## src/rtl/periph_base_decoder.sv

```systemverilog
module periph_base_decoder #(
  parameter int AW = 32
) (
  input  logic          clk,
  input  logic          rst_n,
  input  logic          cpu_wr_en,
  input  logic          cpu_super,
  input  logic [AW-1:0] cpu_wdata,
  input  logic          dbg_wr_en,
  input  logic [AW-1:0] dbg_wdata,
  output logic [AW-1:0] dbg_rdata,
  input  logic          req_valid,
  input  logic [AW-1:0] req_addr,
  input  logic          req_write,
  input  logic [2:0]    req_space,
  input  logic          sram_hit,
  input  logic          cs_hit,
  output logic          sel_periph,
  output logic          sel_sram,
  output logic          sel_cs,
  output logic          sel_ext,
  output logic          err
);
  localparam int PG = 12;

  logic [AW-1:PG] base_q;
  logic           en_q, prot_q, amask_q;
  logic [4:0]     tmask_q;

  logic          load, user_try, win, prot_blk;
  logic [AW-1:0] wdata;
  logic [7:0]    blocked_type;

  assign load     = dbg_wr_en | (cpu_wr_en & cpu_super);
  assign user_try = cpu_wr_en & ~cpu_super;
  assign wdata    = dbg_wr_en ? dbg_wdata : cpu_wdata;

  always_ff @(posedge clk or negedge rst_n)
    if (!rst_n) en_q <= 1'b0;
    else if (load) en_q <= wdata[0];

  always_ff @(posedge clk)
    if (load) begin
      base_q  <= wdata[AW-1:PG];
      prot_q  <= wdata[8];
      amask_q <= wdata[6];
      tmask_q <= wdata[5:1];
    end

  assign dbg_rdata = {base_q, 3'b000, prot_q, 1'b0, amask_q, tmask_q, en_q};

  assign blocked_type = {3'b111, amask_q ? tmask_q : 5'b00000};
  assign win      = req_valid & en_q & (req_addr[AW-1:PG] == base_q) & ~blocked_type[req_space];
  assign prot_blk = win & req_write & prot_q;

  assign sel_periph = win & ~prot_blk;
  assign sel_sram   = req_valid & ~win & sram_hit;
  assign sel_cs     = req_valid & ~win & ~sram_hit & cs_hit;
  assign sel_ext    = req_valid & ~win & ~sram_hit & ~cs_hit;

  always_ff @(posedge clk or negedge rst_n)
    if (!rst_n) err <= 1'b0;
    else err <= user_try | prot_blk;

  assert_onehot_R6: assert property (@(posedge clk) disable iff (!rst_n)
    $onehot0({sel_periph, sel_sram, sel_cs, sel_ext}));
  assert_idle_R6: assert property (@(posedge clk) disable iff (!rst_n)
    !req_valid |-> !(sel_periph | sel_sram | sel_cs | sel_ext));
  assert_disabled_R1: assert property (@(posedge clk) disable iff (!rst_n)
    !dbg_rdata[0] |-> !sel_periph);
  assert_user_write_R8: assert property (@(posedge clk) disable iff (!rst_n)
    (user_try && !dbg_wr_en) |=> (err && $stable(dbg_rdata)));
  assert_protect_R10: assert property (@(posedge clk) disable iff (!rst_n)
    (sel_periph && req_write) |-> !dbg_rdata[8]);
  assert_protect_err_R10: assert property (@(posedge clk) disable iff (!rst_n)
    (req_valid && req_write && dbg_rdata[8] && dbg_rdata[0] && !sel_periph &&
     !sel_sram && !sel_cs && !sel_ext) |=> err);
endmodule

```

## config.mk

```make
export PLATFORM = sky130hd
export DESIGN_NAME = periph_base_decoder
export DESIGN_NICKNAME = d
export VERILOG_FILES = /design/src/rtl/periph_base_decoder.sv
export SDC_FILE = /design/constraint.sdc
export NUM_CORES = 1
export LEC_CHECK = 0
export ABC_CLOCK_PERIOD_IN_PS = 1510
export BUFFER_PORTS_ARGS = -buffer_cell sky130_fd_sc_hd__buf_2
export CAP_MARGIN = 15
export CORE_MARGIN = 8
export CORE_UTILIZATION = 38
export CTS_CLUSTER_DIAMETER = 120
export DETAILED_ROUTE_END_ITERATION = 10
export MAX_ROUTING_LAYER = met4
export PLACE_DENSITY = 0.81
export SLEW_MARGIN = 30
export SYNTH_ARGS = -nofsm -noshare
export SYNTH_HDL_FRONTEND = slang
export SYNTH_SLANG_ARGS = --single-unit
```

## constraint.sdc

```tcl
create_clock -name clk -period 1.51 [get_ports clk]
set_input_delay 0 -clock clk [delete_from_list [all_inputs] [get_ports clk]]
set_output_delay 0 -clock clk [all_outputs]
set_load 0.02 [all_outputs]
```

==> metrics.txt <==
CTS Root Cell=clkbuf_8; top-area cell type share of the netlist area=49.4%; CTS clk-pin slew, worst paths=approximately 0.06 ns; Max-cap violations=0; DR WL/cell=16.0 um; Ports=approximately 150; Tot GR Track Use=~15%; f_max=546 MHz; Seq/Total Area, Yosys=52.5%; worst hold path type=input pin to flip-flop; Post-route DRC=0; P per Cell Area=921 nW/um^2; routed wire length=4.82 mm; Worst Path Arrival=about 1.8 ns; Final min period=1.83 ns; vias=1414; TritonCTS Buffers=5; Die W=between 80 and 90 um; violated checks=setup timing; Port Buffers=120; Post-synth top cells=edfxtp_1, mux2_2, xnor2_1; Clock Path Buffers=2; final worst setup slack=-0.320 ns; Fillers=374; Post-synth top flop=edfxtp_1; Flop pwr share=roughly 46%; initial core utilization=38.5%; P_leak=1.13 nW; switching share of power=27.5%; CP Launch Type=flip-flop; leading post-synthesis cells by cell area=edfxtp_1, mux2_2, xnor2_1; die area=6670 sq um; area leader, netlist=edfxtp_1; area share of fa/ha/maj cells after synthesis=0%; initial antenna violation count=0; first-pass GRT wire length=between 7 and 8 mm; CP max stage delay=between 0.4 and 0.5 ns; ratio of final minimum period to clock period=121%; Area growth syn-to-layout=50.7%; fraction of registers with async set/reset=under 10%; fin. max-slew vios=0; run status=finished, violations left; setup TNS=-1.36 ns; antenna fix cells=0; synth unique cells=26; vias in the first global route=between 1500 and 2000; CP Capture Type=output port; DPL Wire Length=around 4 mm; Fin Hold WS=0.0288 ns; Hold Violations, Final=0; grt total ovfl=0; CORE AREA=roughly 4300 sq um; Crit Path Max Fanout=3; Placer Congestion=~0.78; family with the most delay on the worst path=simple AND/OR/NAND/NOR gates; Sequential cell area=roughly 860 sq um; worst skew pair latency=0.27 ns; layout net count=approximately 360; first-pass iteration count of the detailed router=4; NetSw=~0.00063 W; mux contribution to synthesized area=between 20% and 30%; number of synthesized flops with an enable pin=27; Critical path buffers and inverters=2; maximum VDD drop=0.000565 V; Vias/cell=4.70; RSZ-0062 raised after global routing=yes; Compound-Gate Fraction of Synth Area=3.20%; most frequent CP cell=buf_4; Final Setup Violations=5; std cell rows=24; Mean Syn Cell Area=13.8 sq um; Place WS=-0.0227 ns; Slowest-stage cell, CP=edfxtp_1; Worst Skew=0.00175 ns; Clock Sinks=29; Cell Int Power=0.00165 W; Chip Height=81.7 um; crit path cell chain=xnor2_2 -> nand4_1 -> nor4_4 -> buf_4 -> a21oi_2 -> buf_4; CP Data Required Time=about 1.5 ns; Synth Instances=119; Simple-Gate Fraction of Synth Area=between 8 and 9%; Routed Antenna Nets=0; Clk pwr share=27.8%; H-tree level count=2; largest family of logic cells by synthesized area=multiplexers; Yosys reg bits=29; layout cells sized above 1=67.5%; multi-input combinational cell area=approximately 740 sq um; largest net degree at the start of global routing=28; post-synth design cell area=about 1600 sq um; clock tree from TritonCTS=built; yosys warns=0; First DRT Iteration DRCs=46; XOR/XNOR share of the synthesized area=11.1%; Crit Path Category=flip-flop to output port; Comb pwr share=26.2%
==> cell type report <==
type / count / share of cell area [%]
repair buffers: 129 / 28.8
multi-input cells: 82 / 29.9
clock buffers: 8 / 3.64
inverters: 1 / 0.152
flip-flops and latches: 29 / 34.8
well taps: 52 / 2.63
==> power by group through the flow <==
stage,combinational (W),sequential (W),clock [W]
after floorplan,0.000247,0.00116,0
after global placement,0.000578,0.00106,0
after detailed placement,0.000587,0.00106,0
after CTS,0.000599,0.00105,0.000662
after global routing,0.000642,0.00106,0.000694
final,0.000595,0.00105,0.000633
==> stage by stage <==
step | instance area, sq um | util [%] | power [W] | std cells
6_report | 2470 | 58.0 | 0.00228 | 301
3_5_place_dp | 2300 | 53.9 | 0.00165 | 287
4_1_cts | 2430 | 57.0 | 0.00231 | 299
2_1_floorplan | 1650 | - | 0.00141 | 122
3_3_place_gp | 2300 | 53.9 | 0.00164 | 287
5_1_grt | 2470 | 58.0 | 0.00240 | 301
==> final timing paths <==
kind,startpoint,slack (ns),cells past startpoint,endpoint
worst max-delay path,base_q[12],-0.32,6,sel_cs
worst min-delay path,cpu_wdata[13],0.03,2,base_q[13]
worst max register to register,base_q[12],-0.23,7,err
worst min register to register,en_q,0.51,2,en_q
max in group asynchronous,rst_n,1.36,2,en_q
min in group asynchronous,rst_n,0.05,2,err
==> repair_timing <==
item	CTS	global route
endpoints found under the setup margin	4	5
hold buffers	2	0
pin swaps	6	8
resized for setup	2	7
hold endpoints to repair	3	0
setup buffers	2	2
==> state kept, by name (all words and copies together) (netlist names) <==
signal   count
base_q      20
en_q         1
err          1
tmask_q      5
prot_q       1
amask_q      1
==> placed cells by master (no fill, tap or decap) <==
cell	count
a21oi_1	2
a21oi_2	2
a41o_1	1
and3_4	1
buf_12	2
buf_2	117
buf_4	6
buf_6	2
clkbuf_1	2
clkbuf_8	6
conb_1	4
dfrtp_1	2
dlygate4sd3_1	2
edfxtp_1	27
inv_1	1
mux2_2	27
mux2i_1	3
nand2_1	5
nand3_1	2
nand3b_1	2
nand4_1	4
nand4b_2	1
nor2_1	1
nor2b_1	1
nor3_1	1
nor4_4	1
o21ai_0	1
o21ai_1	1
o22ai_2	1
or3b_1	1
xnor2_1	18
xnor2_2	2
==> metal layers <==
layer / global-route usage [%] / share of wire (%)
met1: 14.2 / 34
met2: 26.8 / 56
met3: 3.83 / 7.7
met4: 6.84 / 2.4
met5: - / 0
==> logic make-up (layout without fill, tap and decap cells) <==
family / Yosys count / count (layout)
multiplexers: 30 / 30
XOR/XNOR: 20 / 20
AND/OR/NAND/NOR: 20 / 20
other: 1 / 4
buffers and inverters: 11 / 138
flip-flops: 29 / 29
AO/OA/AOI/OAI: 8 / 8
No activity file was read; power rests on OpenSTA's default activity.
